`src/rtl/nidx_pkg.sv`:
```
package nidx_pkg;
  localparam int unsigned DW      = 32;
  localparam int unsigned PAGE_W  = 24;
  localparam int unsigned BANK_W  = 2;
  localparam int unsigned BANK_LO = 24;
  localparam int unsigned MODE_LO = BANK_LO + BANK_W;
  localparam int unsigned CNT_W   = 8;
  localparam int unsigned HALF_LO = 8;
  localparam int unsigned HALF_W  = PAGE_W - HALF_LO;

  typedef enum logic [3:0] {
    K_CMD = 4'd0, K_ADDR, K_RDCYC, K_ACCSEL, K_PIPE, K_ERASE, K_ULSTART,
    K_ULEND, K_LOCK, K_LOCKT, K_DMAHI, K_DMALO, K_DMAGO, K_STSTART,
    K_STDATA, K_STREAD
  } kind_e;

  typedef enum logic [1:0] {ACC_NONE = 2'd0, ACC_SPARE, ACC_MAIN, ACC_BOTH} acc_e;
  typedef enum logic [1:0] {M_NONE = 2'd0, M_STREAM, M_PAGE, M_RAW} mode_e;

  typedef struct packed {
    mode_e             mode;
    logic [BANK_W-1:0] bank;
    logic [PAGE_W-1:0] page;
  } ctrl_t;

  typedef struct packed {
    kind_e             kind;
    logic [BANK_W-1:0] bank;
    logic [PAGE_W-1:0] page;
    logic [DW-1:0]     arg;
    logic              write;
    acc_e              acc;
  } req_t;
endpackage

```
`src/rtl/nidx_ctrl_reg.sv`:
```
module nidx_ctrl_reg
  import nidx_pkg::*;
(
  input  logic          clk,
  input  logic          rst,
  input  logic          load,
  input  logic [DW-1:0] wdata,
  output ctrl_t         ctrl
);
  always_ff @(posedge clk) begin
    if (rst) begin
      ctrl <= '{mode: M_NONE, bank: '0, page: '0};
    end else if (load) begin
      ctrl.mode <= mode_e'(wdata[MODE_LO +: 2]);
      ctrl.bank <= wdata[BANK_LO +: BANK_W];
      ctrl.page <= wdata[PAGE_W-1:0];
    end
  end
endmodule

```
`src/rtl/nidx_state.sv`:
```
module nidx_state
  import nidx_pkg::*;
(
  input  logic       clk,
  input  logic       rst,
  input  logic       acc_we,
  input  acc_e       acc_d,
  input  logic       step_we,
  input  logic [1:0] step_d,
  output acc_e       acc_q,
  output logic [1:0] step_q
);
  always_ff @(posedge clk) begin
    if (rst) begin
      acc_q  <= ACC_MAIN;
      step_q <= 2'd0;
    end else begin
      if (acc_we)  acc_q  <= acc_d;
      if (step_we) step_q <= step_d;
    end
  end

  // access type is always one of the three legal selections
  p_acc_legal_r4: assert property (@(posedge clk) disable iff (rst)
    acc_q != ACC_NONE);

  // descriptor chain only ever advances one word at a time
  p_dma_step_r7: assert property (@(posedge clk) disable iff (rst)
    (step_q > $past(step_q)) |-> (step_q == $past(step_q) + 2'd1));
endmodule

```
`src/rtl/nidx_decode.sv`:
```
module nidx_decode
  import nidx_pkg::*;
(
  input  logic          wr_go,
  input  logic          rd_go,
  input  logic          sel,
  input  logic [DW-1:0] wdata,
  input  ctrl_t         ctrl,
  input  acc_e          acc_q,
  input  logic [1:0]    step_q,
  output logic          issue,
  output logic          bad,
  output req_t          req,
  output logic          acc_we,
  output acc_e          acc_d,
  output logic          step_we,
  output logic [1:0]    step_d
);
  logic is_pipe;
  assign is_pipe = wdata[13] && (wdata[DW-1:14] == '0) && (wdata[12:9] == '0);

  always_comb begin
    issue     = 1'b0;
    bad       = 1'b0;
    acc_we    = 1'b0;
    acc_d     = acc_q;
    step_we   = 1'b0;
    step_d    = 2'd0;
    req.kind  = K_CMD;
    req.bank  = ctrl.bank;
    req.page  = ctrl.page;
    req.arg   = '0;
    req.write = 1'b0;
    req.acc   = acc_q;
    if (!sel) begin
      if (wr_go && mode_e'(wdata[MODE_LO +: 2]) == M_STREAM) begin
        issue    = 1'b1;
        req.kind = K_STSTART;
        req.bank = wdata[BANK_LO +: BANK_W];
        req.page = wdata[PAGE_W-1:0];
      end else if (rd_go) begin
        bad = 1'b1;
      end
    end else if (wr_go || rd_go) begin
      case (ctrl.mode)
        M_RAW: begin
          case (ctrl.page[1:0])
            2'd0, 2'd1: begin
              if (wr_go) begin
                issue    = 1'b1;
                req.kind = (ctrl.page[0]) ? K_ADDR : K_CMD;
                req.arg  = {{(DW-8){1'b0}}, wdata[7:0]};
              end else bad = 1'b1;
            end
            2'd2: begin
              if (rd_go) begin
                issue    = 1'b1;
                req.kind = K_RDCYC;
              end else bad = 1'b1;
            end
            default: bad = 1'b1;
          endcase
        end
        M_PAGE: begin
          if (rd_go) begin
            bad = 1'b1;
          end else begin
            step_we = 1'b1;
            if (is_pipe) begin
              issue     = 1'b1;
              req.kind  = K_PIPE;
              req.arg   = {{(DW-CNT_W){1'b0}}, wdata[CNT_W-1:0]};
              req.write = wdata[8];
              step_d    = 2'd1;
            end else begin
              issue = 1'b1;
              case (wdata)
                32'h41, 32'h42, 32'h43: begin
                  req.kind = K_ACCSEL;
                  acc_we   = 1'b1;
                  acc_d    = acc_e'(wdata[1:0]);
                  req.acc  = acc_e'(wdata[1:0]);
                end
                32'h01: req.kind = K_ERASE;
                32'h10: req.kind = K_ULSTART;
                32'h11: req.kind = K_ULEND;
                32'h21: req.kind = K_LOCK;
                32'h31: req.kind = K_LOCKT;
                32'h2200, 32'h2300, 32'h2400: begin
                  req.arg = {{(DW-HALF_W){1'b0}}, ctrl.page[PAGE_W-1:HALF_LO]};
                  if (wdata[10] && step_q == 2'd3) begin
                    req.kind = K_DMAGO;
                  end else if (wdata[8] && !wdata[10] && step_q == 2'd2) begin
                    req.kind = K_DMALO;
                    step_d   = 2'd3;
                  end else if (!wdata[8] && !wdata[10] && step_q == 2'd1) begin
                    req.kind = K_DMAHI;
                    step_d   = 2'd2;
                  end else begin
                    issue = 1'b0;
                    bad   = 1'b1;
                  end
                end
                default: begin
                  issue = 1'b0;
                  bad   = 1'b1;
                end
              endcase
            end
          end
        end
        M_STREAM: begin
          issue    = 1'b1;
          req.kind = rd_go ? K_STREAD : K_STDATA;
          req.arg  = rd_go ? '0 : wdata;
        end
        default: bad = 1'b1;
      endcase
    end
  end
endmodule

```
`src/rtl/nidx_req_stage.sv`:
```
module nidx_req_stage
  import nidx_pkg::*;
(
  input  logic          clk,
  input  logic          rst,
  input  logic          issue,
  input  logic          bad,
  input  req_t          req,
  input  logic          req_ready,
  input  logic [DW-1:0] rsp_data,
  output logic          req_valid,
  output req_t          req_q,
  output logic          bus_ready,
  output logic          err,
  output logic          rd_valid,
  output logic [DW-1:0] rdata
);
  logic fire_rd;
  assign bus_ready = !req_valid || req_ready;
  assign fire_rd   = req_valid && req_ready &&
                     (req_q.kind == K_RDCYC || req_q.kind == K_STREAD);

  always_ff @(posedge clk) begin
    if (rst) begin
      req_valid <= 1'b0;
      req_q     <= '{kind: K_CMD, bank: '0, page: '0, arg: '0, write: 1'b0, acc: ACC_MAIN};
      err       <= 1'b0;
      rd_valid  <= 1'b0;
      rdata     <= '0;
    end else begin
      err      <= bad;
      rd_valid <= fire_rd;
      if (fire_rd)
        rdata <= (req_q.kind == K_RDCYC) ? {{(DW-8){1'b0}}, rsp_data[7:0]} : rsp_data;
      if (issue) begin
        req_valid <= 1'b1;
        req_q     <= req;
      end else if (req_ready) begin
        req_valid <= 1'b0;
      end
    end
  end

  // a waiting request keeps its payload
  p_hold_r10: assert property (@(posedge clk) disable iff (rst)
    (req_valid && !req_ready) |=> (req_valid && $stable(req_q)));

  // a rejected access never loads a fresh request
  p_err_no_req_r9: assert property (@(posedge clk) disable iff (rst)
    (err && req_valid) |-> $past(req_valid && !req_ready));
endmodule

```
`src/rtl/nand_index_decoder.sv`:
```
module nand_index_decoder
  import nidx_pkg::*;
(
  input  logic          clk,
  input  logic          rst,
  input  logic          bus_wr,
  input  logic          bus_rd,
  input  logic          bus_sel,
  input  logic [DW-1:0] bus_wdata,
  output logic          bus_ready,
  output logic [DW-1:0] bus_rdata,
  output logic          rd_valid,
  output logic          err,
  output logic          req_valid,
  input  logic          req_ready,
  output logic [3:0]    req_kind,
  output logic [BANK_W-1:0] req_bank,
  output logic [PAGE_W-1:0] req_page,
  output logic [DW-1:0] req_arg,
  output logic          req_write,
  output logic [1:0]    req_acc,
  input  logic [DW-1:0] rsp_data
);
  logic       wr_go, rd_go, issue, bad, acc_we, step_we;
  logic [1:0] step_q, step_d;
  acc_e       acc_q, acc_d;
  ctrl_t      ctrl;
  req_t       req_n, req_q;

  assign wr_go = bus_wr && bus_ready;
  assign rd_go = bus_rd && !bus_wr && bus_ready;

  nidx_ctrl_reg u_ctrl (
    .clk(clk), .rst(rst), .load(wr_go && !bus_sel), .wdata(bus_wdata), .ctrl(ctrl)
  );

  nidx_state u_state (
    .clk(clk), .rst(rst), .acc_we(acc_we), .acc_d(acc_d), .step_we(step_we),
    .step_d(step_d), .acc_q(acc_q), .step_q(step_q)
  );

  nidx_decode u_dec (
    .wr_go(wr_go), .rd_go(rd_go), .sel(bus_sel), .wdata(bus_wdata), .ctrl(ctrl),
    .acc_q(acc_q), .step_q(step_q), .issue(issue), .bad(bad), .req(req_n),
    .acc_we(acc_we), .acc_d(acc_d), .step_we(step_we), .step_d(step_d)
  );

  nidx_req_stage u_stage (
    .clk(clk), .rst(rst), .issue(issue), .bad(bad), .req(req_n),
    .req_ready(req_ready), .rsp_data(rsp_data), .req_valid(req_valid),
    .req_q(req_q), .bus_ready(bus_ready), .err(err), .rd_valid(rd_valid),
    .rdata(bus_rdata)
  );

  assign req_kind  = req_q.kind;
  assign req_bank  = req_q.bank;
  assign req_page  = req_q.page;
  assign req_arg   = req_q.arg;
  assign req_write = req_q.write;
  assign req_acc   = req_q.acc;

  // a selection request reports the access type the state now holds
  p_accsel_r4: assert property (@(posedge clk) disable iff (rst)
    (req_valid && req_q.kind == K_ACCSEL) |-> (req_q.acc == acc_q));
endmodule

```
`config.mk`:
```
export PLATFORM = sky130hd
export DESIGN_NAME = nand_index_decoder
export DESIGN_NICKNAME = d
export VERILOG_FILES = /design/src/rtl/nidx_pkg.sv /design/src/rtl/nidx_ctrl_reg.sv /design/src/rtl/nidx_state.sv /design/src/rtl/nidx_decode.sv /design/src/rtl/nidx_req_stage.sv /design/src/rtl/nand_index_decoder.sv
export SDC_FILE = /design/constraint.sdc
export NUM_CORES = 1
export LEC_CHECK = 0
export BUFFER_PORTS_ARGS = -buffer_cell sky130_fd_sc_hd__buf_2
export CAP_MARGIN = 20
export CELL_PAD_IN_SITES_DETAIL_PLACEMENT = 1
export CELL_PAD_IN_SITES_GLOBAL_PLACEMENT = 1
export CORE_MARGIN = 1
export CORE_UTILIZATION = 38
export CTS_BUF_LIST = sky130_fd_sc_hd__clkbuf_16
export DETAILED_ROUTE_END_ITERATION = 7
export PLACE_DENSITY_LB_ADDON = 0.1
export SETUP_SLACK_MARGIN = 0.4
export SKIP_LAST_GASP = 1
export SLEW_MARGIN = 20
export SYNTH_ARGS = -nofsm -noshare
export SYNTH_HDL_FRONTEND = slang
export SYNTH_SLANG_ARGS = --single-unit
```
`constraint.sdc`:
```
create_clock -name clk -period 3.3 [get_ports clk]
set_input_delay 0.66 -clock clk [delete_from_list [all_inputs] [get_ports clk]]
set_output_delay 0.66 -clock clk [all_outputs]
set_load 0.01 [all_outputs]
```
==> metrics list <==
- CTS H-tree depth: 4
* Clock tree from TritonCTS: built
- Proportion of synthesized flip-flops having asynchronous set or reset: 0
- The initial utilization of the core area, before any placement, comes to 0.389.
- The analysis attributes to cell leakage a power of 3.04 nW.
- Vias in the first global route: 5307
- In this run the remaining antenna-violating nets after routing total 0.
- Setup violations remaining at the end of the flow were counted as 0.
- Largest net degree at the start of global routing: 65
- In this run the worst path has a maximum fanout of 14.
* Insertion delay to the later sink of the worst-skew pair: 0.42 ns
- Buf+Inv Stages, Crit Path: 1
* Global-route met2 utilization: 0.399
- In the global route stage, met3 resource usage came out at 0.0485.
- Walking the worst path, the cells encountered are and4bb_1, nor3_1, a211oi_1, a221oi_2, nor2_4, buf_4, nor2_2, mux2_2.
* VDD IR-drop max: 0.292 mV
- In this run the deepest clock path goes through 2 buffers.
- CP endpoint kind: register
- Post-CTS timing repair inserted 0 buffers for setup.
- Overall global routing resource usage: 0.240
- For this design the ratio of total power to cell area is 529 nW/µm².
* Average instance area after synthesis: 9.34 µm²
- Library cells used by synthesis: 58
* Busiest metal layer after global routing: met2
* Detailed Place HPWL: 13000 µm
- Stage delay of the slowest cell on the critical path: 0.41 ns
- In this run the worst hold path is classified as primary input to register.
- For this block, the initial DRC count from the detailed router was 218.
- Derived from the worst setup path, the maximum achievable clock frequency is 362 MHz.
- The die covers 15400 µm².
* Port Buffer Count: 170
- Of the synthesized area, sequential elements account for 0.467.
- Final max-slew violation count: 0
- Clock-pin slew was measured on the worst setup and hold paths at 0.06 ns.
- Critical-path top delay cell: sky130_fd_sc_hd__dfxtp_1
- Total Power Consumption: 3.88 mW
* RSZ-0062 raised after global routing: false
* Number of flops mapped to enable cells by yosys: 0
- Worst setup SP type: register
- After layout, the minimum clock period comes to 2.76 ns.
* # DRC: 0
- Synth Instances: 605
- Layout cell share with drive strength beyond 1: 0.332
- Final-stage net count: 841
* Arrival @ worst endpoint: 3.07 ns
- The mapped netlist covers 5650 µm².
- Total inserted antenna cells: 0
- Number of synthesized register bits: 132
* Part of the cycle the worst path needs: 0.837
- In this run the count of I/O pins placed on the die edge is 171.
* Setup TNS: 0 ns
- Global-route wire length before repair: 27800 µm
- After global routing the overflow that remains totals 0.
- The final count of hold timing violations came to 0.
- Net Count, Synth: 675
- Drt via density: 5.43
- Routability-driven placement finished with a final weighted congestion of 0.824.
* Max-cap violations: 0
- The core region is 14500 µm².
- Number of optimization iterations in the first detailed-route pass: 4
* Vias after detailed routing: 5252
* Dominant register cell in the synthesized netlist: sky130_fd_sc_hd__dfxtp_1
* Vert. Die Dim: 124 µm
- Number of clock buffers inserted by TritonCTS: 17
- Critical setup path kind: register to register
- Count of hold buffers inserted by post-cts repair: 0
- Area delta synth->final: 29.8%
* Crit path required time: 3.60 ns
- Run status: complete, no violations
- Transition at the pin with the smallest max-transition slack: 0.915 ns
- Worst reg-to-reg setup slack: 0.54 ns
* Die width: 124 µm
* Kind of cell adding the most delay to the critical path: simple AND/OR/NAND/NOR gates
* Met1 track demand over resource in global routing: 0.305
* Clock Skews: 0.00724 ns
- Final routed wirelength across all metal layers: 18100 µm
- Yosys synthesis warning count: 0
* Std cell rows: 44
- The number of gates resized after CTS was 1.
* Number of antenna violations at the first check in global routing: 0
- CTS placed an instance of sky130_fd_sc_hd__clkbuf_16 at the clock tree root.
- Count of clock tree sinks: 132
* Max-Slew Margin vs Limit: 0.390
- In the final routed layout, each cell accounts on average for 18.7 µm.
state kept, by name (all words and copies together), names as in the netlist:
register / count
u_state.acc_q: 2
u_stage.err: 1
u_stage.req_q: 65
u_stage.rdata: 32
u_stage.req_valid: 1
u_ctrl.ctrl: 28
u_state.step_q: 2
u_stage.rd_valid: 1
Yosys cell counts (6+ instances only):
cell,number,area [µm²]
sky130_fd_sc_hd__mux2i_1,38,380
sky130_fd_sc_hd__clkbuf_1,32,120
sky130_fd_sc_hd__a22oi_1,13,97.6
sky130_fd_sc_hd__nor2_1,53,199
sky130_fd_sc_hd__dfxtp_1,132,2640
sky130_fd_sc_hd__nand2_1,82,308
sky130_fd_sc_hd__nand3_1,13,65.1
sky130_fd_sc_hd__mux2_4,6,90.1
sky130_fd_sc_hd__o21ai_0,8,40.0
sky130_fd_sc_hd__a211oi_1,29,218
sky130_fd_sc_hd__nor2_2,8,50.1
sky130_fd_sc_hd__a21oi_1,35,175
sky130_fd_sc_hd__nand2b_1,7,43.8
sky130_fd_sc_hd__nor3_1,14,70.1
sky130_fd_sc_hd__a22o_1,44,385
sky130_fd_sc_hd__mux2_2,8,90.1
where the power goes:
part / internal [mW] / switching, mW
Sequential: 1.63 / 0.0248
Combinational: 0.0967 / 0.167
Clock: 1.25 / 0.713
path summary, 6_finish.rpt:
check	startpoint	depth (start not counted)	end
worst min register to register	u_ctrl.ctrl[7]	2	u_ctrl.ctrl[7]
worst min-delay path	rsp_data[24]	2	u_stage.rdata[24]
worst max register to register	u_state.step_q[0]	8	u_stage.req_q[1]
worst max-delay path	u_state.step_q[0]	8	u_stage.req_q[1]
final cells by class:
class                           instances  area, µm²
Fill cell                            1740       7190
Multi-Input combinational cell        422       2780
Sequential cell                       132       2640
Timing Repair Buffer                  192       1060
Clock buffer                           17        425
Tap cell                              184        230
Clock inverter                         15        188
Inverter                                6       22.5
placed cells by master, fill, tap and decap left out, types with 3 or more instances in the layout:
master and n:
sky130_fd_sc_hd__buf_12 3, sky130_fd_sc_hd__mux2_4 6, sky130_fd_sc_hd__clkinv_2 4, sky130_fd_sc_hd__nand4_1 4, sky130_fd_sc_hd__nor4_2 5, sky130_fd_sc_hd__mux2i_1 38
sky130_fd_sc_hd__buf_4 20, sky130_fd_sc_hd__nand2b_1 7, sky130_fd_sc_hd__a22oi_1 13, sky130_fd_sc_hd__mux2_2 8, sky130_fd_sc_hd__a21oi_1 35, sky130_fd_sc_hd__clkinvlp_4 3
sky130_fd_sc_hd__o21ai_0 8, sky130_fd_sc_hd__a211oi_1 29, sky130_fd_sc_hd__nor3_1 14, sky130_fd_sc_hd__or3_1 3, sky130_fd_sc_hd__nand3b_1 5, sky130_fd_sc_hd__a22o_1 44
sky130_fd_sc_hd__nor2_2 9, sky130_fd_sc_hd__nand3_1 13, sky130_fd_sc_hd__nor2_1 52, sky130_fd_sc_hd__dfxtp_1 132, sky130_fd_sc_hd__clkbuf_16 17, sky130_fd_sc_hd__nor4_1 4
sky130_fd_sc_hd__nand2_1 82, sky130_fd_sc_hd__inv_1 5, sky130_fd_sc_hd__bufinv_16 4, sky130_fd_sc_hd__buf_2 169, sky130_fd_sc_hd__a31oi_1 3, sky130_fd_sc_hd__nor2b_1 4
stage by stage:
step	hold WS (ns)	util	worst slack [ns]	cell area, µm²	cells
finish	0.455	0.505	0.537	7340	968
global placement	0.442	0.462	0.115	6720	936
CTS	0.438	0.505	0.559	7340	968
global route	0.447	0.505	0.401	7340	968
floorplan	0.429	-	0.563	5650	605
detailed placement	0.449	0.462	0.0270	6720	936
worst reg2reg max path, cell delays in order, from the launching register on:
cell and delay, ns:
sky130_fd_sc_hd__dfxtp_1 0.41, sky130_fd_sc_hd__and4bb_1 0.23, sky130_fd_sc_hd__nor3_1 0.32, sky130_fd_sc_hd__a211oi_1 0.17
sky130_fd_sc_hd__a221oi_2 0.39, sky130_fd_sc_hd__nor2_4 0.10, sky130_fd_sc_hd__buf_4 0.22, sky130_fd_sc_hd__nor2_2 0.41
sky130_fd_sc_hd__mux2_2 0.39
cells by family after synthesis:
family / after synthesis / share of synthesized area
flip-flops: 132 / 0.467
buffers and inverters: 51 / 0.0443
multiplexers: 52 / 0.0992
AND/OR/NAND/NOR: 217 / 0.190
AO/OA/AOI/OAI: 153 / 0.199
routing by layer:
layer	vias to the layer above	part of all wire	routed length [µm]
li1	2530	-	-
met1	2567	0.45	8070
met2	136	0.49	8900
met3	19	0.045	806
met4	0	0.016	298
met5	-	0	0
Power figures use the tool's default switching activity.
